--- config.mk ---
export PLATFORM = sky130hd
export DESIGN_NAME = tape_word_assembler
export DESIGN_NICKNAME = d
export VERILOG_FILES = /design/src/rtl/tape_asm_pkg.sv /design/src/rtl/tape_frame_packer.sv /design/src/rtl/tape_buffer_ctl.sv /design/src/rtl/tape_boot_seq.sv /design/src/rtl/tape_word_assembler.sv
export SDC_FILE = /design/constraint.sdc
export NUM_CORES = 1
export LEC_CHECK = 0
export ABC_CLOCK_PERIOD_IN_PS = 3590
export BUFFER_PORTS_ARGS = -buffer_cell sky130_fd_sc_hd__buf_2
export CORE_ASPECT_RATIO = 0.6
export CORE_UTILIZATION = 60
export DETAILED_ROUTE_END_ITERATION = 12
export GPL_TIMING_DRIVEN = 0
export PLACE_DENSITY = 0.95
export SETUP_SLACK_MARGIN = 0.02
export SLEW_MARGIN = 40
export SYNTH_ARGS = -nofsm -noshare
export SYNTH_HDL_FRONTEND = slang
export SYNTH_SLANG_ARGS = --single-unit
--- constraint.sdc ---
create_clock -name clk -period 3.59 [get_ports clk]
set_clock_uncertainty 0.15 [all_clocks]
set_input_delay 0.5385 -clock clk [delete_from_list [all_inputs] [get_ports clk]]
set_output_delay 0.5385 -clock clk [all_outputs]
set_load 0.05 [all_outputs]
--- src/rtl/tape_asm_pkg.sv ---
package tape_asm_pkg;
    localparam int unsigned TA_FRAME_W = 8;
    localparam int unsigned TA_WORD_W  = 18;
    localparam int unsigned TA_SLICE_W = 6;
    localparam int unsigned TA_ADDR_W  = 12;
    localparam int unsigned TA_OP_W    = 5;

    typedef enum logic [1:0] {
        BOOT_IDLE  = 2'd0,
        BOOT_INSTR = 2'd1,
        BOOT_DATA  = 2'd2
    } boot_state_e;
endpackage

--- src/rtl/tape_frame_packer.sv ---
module tape_frame_packer #(
    parameter int unsigned FRAME_W = tape_asm_pkg::TA_FRAME_W,
    parameter int unsigned WORD_W  = tape_asm_pkg::TA_WORD_W,
    parameter int unsigned SLICE_W = tape_asm_pkg::TA_SLICE_W
) (
    input  logic               clk,
    input  logic               rst_n,
    input  logic               start,
    input  logic               start_bin,
    input  logic               start_boot,
    input  logic               strobe,
    input  logic [FRAME_W-1:0] frame,
    output logic               busy,
    output logic               done,
    output logic               done_boot,
    output logic [WORD_W-1:0]  word
);
    localparam int unsigned FRAMES   = WORD_W / SLICE_W;
    localparam int unsigned CNT_W    = $clog2(FRAMES + 1);
    localparam int unsigned MARK_BIT = FRAME_W - 1;

    typedef struct packed {
        logic              busy;
        logic              bin;
        logic              boot;
        logic [CNT_W-1:0]  cnt;
        logic [WORD_W-1:0] acc;
        logic              done;
        logic              done_boot;
        logic [WORD_W-1:0] word;
    } pk_state_t;

    pk_state_t st_q, st_d;

    always_comb begin
        st_d      = st_q;
        st_d.done = 1'b0;
        if (!st_q.busy) begin
            if (start) begin
                st_d.busy = 1'b1;
                st_d.bin  = start_bin;
                st_d.boot = start_boot;
                st_d.cnt  = '0;
                st_d.acc  = '0;
            end
        end else if (strobe) begin
            if (!st_q.bin) begin
                st_d.word      = WORD_W'(frame);
                st_d.done      = 1'b1;
                st_d.done_boot = st_q.boot;
                st_d.busy      = 1'b0;
            end else if (frame[MARK_BIT]) begin
                st_d.acc = {st_q.acc[WORD_W-SLICE_W-1:0], frame[SLICE_W-1:0]};
                st_d.cnt = st_q.cnt + CNT_W'(1);
                if (st_q.cnt == CNT_W'(FRAMES - 1)) begin
                    st_d.word      = st_d.acc;
                    st_d.done      = 1'b1;
                    st_d.done_boot = st_q.boot;
                    st_d.busy      = 1'b0;
                end
            end
        end
    end

    always_ff @(posedge clk) begin
        if (!rst_n) begin
            st_q <= '0;
        end else begin
            st_q <= st_d;
        end
    end

    assign busy      = st_q.busy;
    assign done      = st_q.done;
    assign done_boot = st_q.done_boot;
    assign word      = st_q.word;
endmodule

--- src/rtl/tape_buffer_ctl.sv ---
module tape_buffer_ctl #(
    parameter int unsigned WORD_W = tape_asm_pkg::TA_WORD_W
) (
    input  logic              clk,
    input  logic              rst_n,
    input  logic              ext_start,
    input  logic              start_auto,
    input  logic              take,
    input  logic              ret,
    input  logic              done,
    input  logic              done_boot,
    input  logic [WORD_W-1:0] word,
    output logic [WORD_W-1:0] buf_word,
    output logic              ready,
    output logic [WORD_W-1:0] io_word
);
    typedef struct packed {
        logic              auto_xfer;
        logic              ready;
        logic [WORD_W-1:0] buf_word;
        logic [WORD_W-1:0] io_word;
    } bc_state_t;

    bc_state_t st_q, st_d;

    always_comb begin
        st_d = st_q;
        if (ext_start) begin
            st_d.auto_xfer = start_auto;
        end
        if (take) begin
            st_d.io_word = st_q.buf_word;
        end
        if (take || ret) begin
            st_d.ready = 1'b0;
        end
        if (done && !done_boot) begin
            st_d.buf_word = word;
            st_d.ready    = 1'b1;
            if (st_q.auto_xfer) begin
                st_d.io_word = word;
            end
        end
    end

    always_ff @(posedge clk) begin
        if (!rst_n) begin
            st_q <= '0;
        end else begin
            st_q <= st_d;
        end
    end

    assign buf_word = st_q.buf_word;
    assign ready    = st_q.ready;
    assign io_word  = st_q.io_word;
endmodule

--- src/rtl/tape_boot_seq.sv ---
module tape_boot_seq
    import tape_asm_pkg::*;
#(
    parameter int unsigned WORD_W = TA_WORD_W,
    parameter int unsigned ADDR_W = TA_ADDR_W,
    parameter int unsigned OP_W   = TA_OP_W,
    parameter logic [OP_W-1:0] OP_DEP = 5'b01101,
    parameter logic [OP_W-1:0] OP_JMP = 5'b11000
) (
    input  logic              clk,
    input  logic              rst_n,
    input  logic              go,
    input  logic              rd_busy,
    input  logic              done,
    input  logic              done_boot,
    input  logic [WORD_W-1:0] word,
    output logic              req,
    output logic              active,
    output logic              we,
    output logic [ADDR_W-1:0] waddr,
    output logic [WORD_W-1:0] wdata,
    output logic              jump,
    output logic [ADDR_W-1:0] jaddr,
    output logic              error
);
    typedef struct packed {
        boot_state_e       st;
        logic [ADDR_W-1:0] dep_addr;
        logic              we;
        logic [ADDR_W-1:0] waddr;
        logic [WORD_W-1:0] wdata;
        logic              jump;
        logic [ADDR_W-1:0] jaddr;
        logic              error;
    } bs_state_t;

    bs_state_t st_q, st_d;
    logic      got_word;
    logic [OP_W-1:0] opcode;

    assign got_word = done && done_boot;
    assign opcode   = word[WORD_W-1 -: OP_W];

    always_comb begin
        st_d      = st_q;
        st_d.we   = 1'b0;
        st_d.jump = 1'b0;
        unique case (st_q.st)
            BOOT_IDLE: begin
                if (go) begin
                    st_d.st    = BOOT_INSTR;
                    st_d.error = 1'b0;
                end
            end
            BOOT_INSTR: begin
                if (got_word) begin
                    if (opcode == OP_DEP) begin
                        st_d.dep_addr = word[ADDR_W-1:0];
                        st_d.st       = BOOT_DATA;
                    end else if (opcode == OP_JMP) begin
                        st_d.jump  = 1'b1;
                        st_d.jaddr = word[ADDR_W-1:0];
                        st_d.st    = BOOT_IDLE;
                    end else begin
                        st_d.error = 1'b1;
                        st_d.st    = BOOT_IDLE;
                    end
                end
            end
            BOOT_DATA: begin
                if (got_word) begin
                    st_d.we    = 1'b1;
                    st_d.waddr = st_q.dep_addr;
                    st_d.wdata = word;
                    st_d.st    = BOOT_INSTR;
                end
            end
            default: st_d.st = BOOT_IDLE;
        endcase
    end

    always_ff @(posedge clk) begin
        if (!rst_n) begin
            st_q <= '0;
        end else begin
            st_q <= st_d;
        end
    end

    assign active = (st_q.st != BOOT_IDLE);
    assign req    = active && !rd_busy && !done;
    assign we     = st_q.we;
    assign waddr  = st_q.waddr;
    assign wdata  = st_q.wdata;
    assign jump   = st_q.jump;
    assign jaddr  = st_q.jaddr;
    assign error  = st_q.error;
endmodule

--- src/rtl/tape_word_assembler.sv ---
module tape_word_assembler
    import tape_asm_pkg::*;
#(
    parameter int unsigned FRAME_W = TA_FRAME_W,
    parameter int unsigned WORD_W  = TA_WORD_W,
    parameter int unsigned SLICE_W = TA_SLICE_W,
    parameter int unsigned ADDR_W  = TA_ADDR_W,
    parameter int unsigned OP_W    = TA_OP_W
) (
    input  logic               clk,
    input  logic               rst_n,
    input  logic               frame_strobe,
    input  logic [FRAME_W-1:0] frame_data,
    input  logic               cmd_valid,
    input  logic               cmd_binary,
    input  logic               cmd_auto,
    input  logic               buf_take,
    input  logic               reader_return,
    input  logic               boot_start,
    output logic               reader_busy,
    output logic               word_ready,
    output logic [WORD_W-1:0]  buffer_word,
    output logic [WORD_W-1:0]  io_word,
    output logic               boot_active,
    output logic               mem_we,
    output logic [ADDR_W-1:0]  mem_addr,
    output logic [WORD_W-1:0]  mem_wdata,
    output logic               jump_valid,
    output logic [ADDR_W-1:0]  jump_addr,
    output logic               boot_error
);
    logic              pk_done;
    logic              pk_done_boot;
    logic [WORD_W-1:0] pk_word;
    logic              boot_req;
    logic              boot_go;
    logic              ext_start;
    logic              pk_start;

    // loader launch needs an idle reader with no completion in flight
    assign boot_go   = boot_start && !boot_active && !reader_busy && !pk_done;
    assign ext_start = cmd_valid && !boot_active && !boot_go && !reader_busy;
    assign pk_start  = boot_req || ext_start;

    tape_frame_packer #(
        .FRAME_W (FRAME_W),
        .WORD_W  (WORD_W),
        .SLICE_W (SLICE_W)
    ) u_packer (
        .clk        (clk),
        .rst_n      (rst_n),
        .start      (pk_start),
        .start_bin  (boot_req ? 1'b1 : cmd_binary),
        .start_boot (boot_req),
        .strobe     (frame_strobe),
        .frame      (frame_data),
        .busy       (reader_busy),
        .done       (pk_done),
        .done_boot  (pk_done_boot),
        .word       (pk_word)
    );

    tape_buffer_ctl #(
        .WORD_W (WORD_W)
    ) u_bufctl (
        .clk        (clk),
        .rst_n      (rst_n),
        .ext_start  (ext_start),
        .start_auto (cmd_auto),
        .take       (buf_take),
        .ret        (reader_return),
        .done       (pk_done),
        .done_boot  (pk_done_boot),
        .word       (pk_word),
        .buf_word   (buffer_word),
        .ready      (word_ready),
        .io_word    (io_word)
    );

    tape_boot_seq #(
        .WORD_W (WORD_W),
        .ADDR_W (ADDR_W),
        .OP_W   (OP_W)
    ) u_boot (
        .clk       (clk),
        .rst_n     (rst_n),
        .go        (boot_go),
        .rd_busy   (reader_busy),
        .done      (pk_done),
        .done_boot (pk_done_boot),
        .word      (pk_word),
        .req       (boot_req),
        .active    (boot_active),
        .we        (mem_we),
        .waddr     (mem_addr),
        .wdata     (mem_wdata),
        .jump      (jump_valid),
        .jaddr     (jump_addr),
        .error     (boot_error)
    );
endmodule

==> results_dict.tcl <==
set metrics [dict create \
    synth_xor_area_share_pct 0 \
    syn_nets 695 \
    core_region_area_um2 9256 \
    power.net_switching_mw 0.7910 \
    clock-sinks 134 \
    nNetsFinal 812 \
    synth_top_family_by_area "simple AND/OR/NAND/NOR gates" \
    seq_area_frac_synth_pct 46.44 \
    wl_per_cell_um 18.63 \
    grt_pass1_vias 5260 \
    via_per_inst 5.995 \
    vdd_drop_max_v 0.0003761 \
    critical_path_class "flop to flop" \
    numPortBuffers 98 \
    synthCells 677 \
    synth_top_area_cell "dfxtp_1" \
    min_path_type "primary input to flop" \
    combinationalPowerShare_pct 5.2 \
    cts_buffers 17 \
    start_kind "flop" \
    period_share_pct 60.59 \
    fmax_ghz 0.4597 \
    grt_setup_unrepaired "no" \
    post_cts_resized 0 \
    yosysUniqueCellTypes 41 \
    cts_hold_buf 0 \
    cp_data_arrival_time_ns 2.37 \
    num_io_pins 101 \
    rows 27 \
    insertion_delay_ns 0.42 \
    dr_total_vias 5611 \
    seqPwrFrac_pct 42.8 \
    end_kind "flop" \
    synth_top_area_share_pct 46.44 \
    start_util_pct 62.41 \
    gp_congestion 0.9047 \
    synthTopCellsByArea "dfxtp_1, buf_4, nand2_1" \
    slew_headroom_pct 53.14 \
    cts_tree "done" \
    leakage_nw 3.097 \
    die_area_um2 10040 \
    p_per_area_nw_per_um2 505.2 \
    tightest_slew_ns 0.7028 \
    syn_avg_cell_area_um2 8.533 \
    antenna_found_initial 0 \
    ant_nets 0 \
    pwr-share-clk_pct 52.0 \
    cts_buffer_depth 2 \
    synth_edf_count 0 \
    crit_required_ns 3.78 \
    synth_fa_ha_area_share_pct 0.2166 \
    hold_viol_final 0 \
    setup_violations 0 \
    hpwl_mm 11.47 \
    drc 0 \
    synth_compound_area_share_pct 14.06 \
    grt.overflow.total 0 \
    die_y_um 78.01 \
    place_ws_ns 1.411 \
    setup_slack_ns 1.415 \
    drtPass1Iterations 8 \
    diodes 0 \
    synth_top_flop_cell "dfxtp_1" \
    synth_area_um2 5777 \
    clockRootBuffer "clkbuf_16" \
    crit_path_max_fanout 10 \
    status "completed" \
    ys_warn_count 0 \
    fin_tns_setup_ns 0 \
    power.total_mw 3.570 \
    synthMuxAreaShare_pct 7.277 \
    internal_power_mw 2.779 \
    area_growth_pct 22.33 \
    synth_seq_cells 134 \
    grt_max_degree 17 \
    maxSlewViolCount 0 \
    finalWirelength_mm 17.44 \
    path_clk_slew_ns 0.06 \
    die_w_um 128.7 \
    synth-async-reset-ratio_pct 0 \
    p_sw_share_pct 22.16 \
    cts_setup_buffers 0 \
    ys_top_cells_by_count "dfxtp_1, nand2_1, buf_4" \
    drt-initial-drc-count 736 \
    htreeDepth 4 \
    track_usage_pct 35.93 \
    fillers 607 \
    grt_pass1_wl_mm 26.97 \
    period_minus_slack_ns 2.175 \
    maxCapViolations 0 \
    synth-simple-area-share_pct 17.80 \
    drive_gt1_share_pct 27.54 \
    fin_hold_ws_ns 0.2496 \
]
[critical path, cell delays in order, from the launching register on]
cell and delay [ns]:
dfxtp_1 0.37, inv_1 0.06, ha_1 0.24, a21boi_1 0.58
clkbuf_1 0.36, o21ai_0 0.18, a21oi_1 0.15
[logic make-up (layout without fill, tap and decap cells)]
family                   after synthesis  after routing
AND/OR/NAND/NOR                      231            231
AO/OA/AOI/OAI                        137            137
flip-flops                           134            134
buffers and inverters                132            261
multiplexers                          42             42
adder cells (fa/ha/maj)                1              1
[path summary, 6_finish.rpt]
check | from | end | slack, ns | depth (start not counted)
worst max-delay path | u_packer.st_q[38] | u_packer.word[16] | 1.41 | 6
worst min-delay path | frame_data[3] | u_packer.st_q[23] | 0.25 | 3
worst max register to register | u_packer.st_q[38] | u_packer.word[16] | 1.41 | 6
worst min register to register | u_boot.wdata[3] | u_boot.wdata[3] | 0.31 | 2
[layout by cell type, fill, tap and decap left out, drive strengths merged, types with 2 or more instances in the layout]
cell and count:
buf 186, nand2b 4, nand3b 2, nand2 134
clkinv 4, nor2b 3, inv 5, nor3 5
o21ai 19, or3b 2, nand4 13, o21a 2
o31ai 13, and3 3, a21oi 73, dfxtp 134
nor2 24, bufinv 4, mux2i 42, nand3 33
a211oi 19, nand4b 3, or3 2, a21bo 3
clkbuf 61
[power by group through the flow]
stage          logic, mW  clock network (mW)  registers (mW)
3_5_place_dp       0.175                   0            1.56
5_1_grt            0.197                1.92            1.53
2_1_floorplan      0.117                   0            1.55
6_report           0.186                1.86            1.53
4_1_cts            0.178                1.85            1.52
3_3_place_gp       0.167                   0            1.56
[per-layer routing]
| layer | global-route usage, % | vias up | routed length [um] |
|---|---|---|---|
| li1 | - | 2474 | - |
| met1 | 45.54 | 2552 | 6835 |
| met2 | 56.27 | 495 | 7722 |
| met3 | 11.52 | 90 | 2268 |
| met4 | 15.18 | 0 | 609 |
| met5 | 0 | - | 0 |
[cell type report]
cell class | count | area, um2 | area share, %
multi-input combinational | 411 | 2278 | 32.24
tap | 130 | 162.7 | 2.302
timing repair buffer | 98 | 490.5 | 6.941
clock buffer | 22 | 484.2 | 6.852
sequential | 134 | 2683 | 37.96
buffer | 127 | 802.0 | 11.35
clock inverter | 9 | 147.6 | 2.089
inverter | 5 | 18.77 | 0.2656
[state kept, by name (all words and copies together) (netlist names)]
register	cells
u_bufctl.io_word	18
u_boot.error	1
u_bufctl.ready	1
u_boot.waddr	12
u_boot.jaddr	12
u_packer.st_q	16
u_bufctl.buf_word	18
u_boot.we	1
u_packer.done	1
u_bufctl.st_q	1
u_boot.jump	1
u_boot.wdata	18
u_packer.word	18
u_packer.busy	1
u_packer.done_boot	1
u_boot.st_q	14
[per-stage QoR]
stage / cell area [um2] / cells / util (%)
finish: 7067 / 936 / 76.35
detailed placement: 6430 / 905 / 69.46
global route: 7067 / 936 / 76.35
floorplan: 5777 / 677 / -
CTS: 7062 / 936 / 76.29
global placement: 6430 / 905 / 69.46
Power figures use the tool's default switching activity.
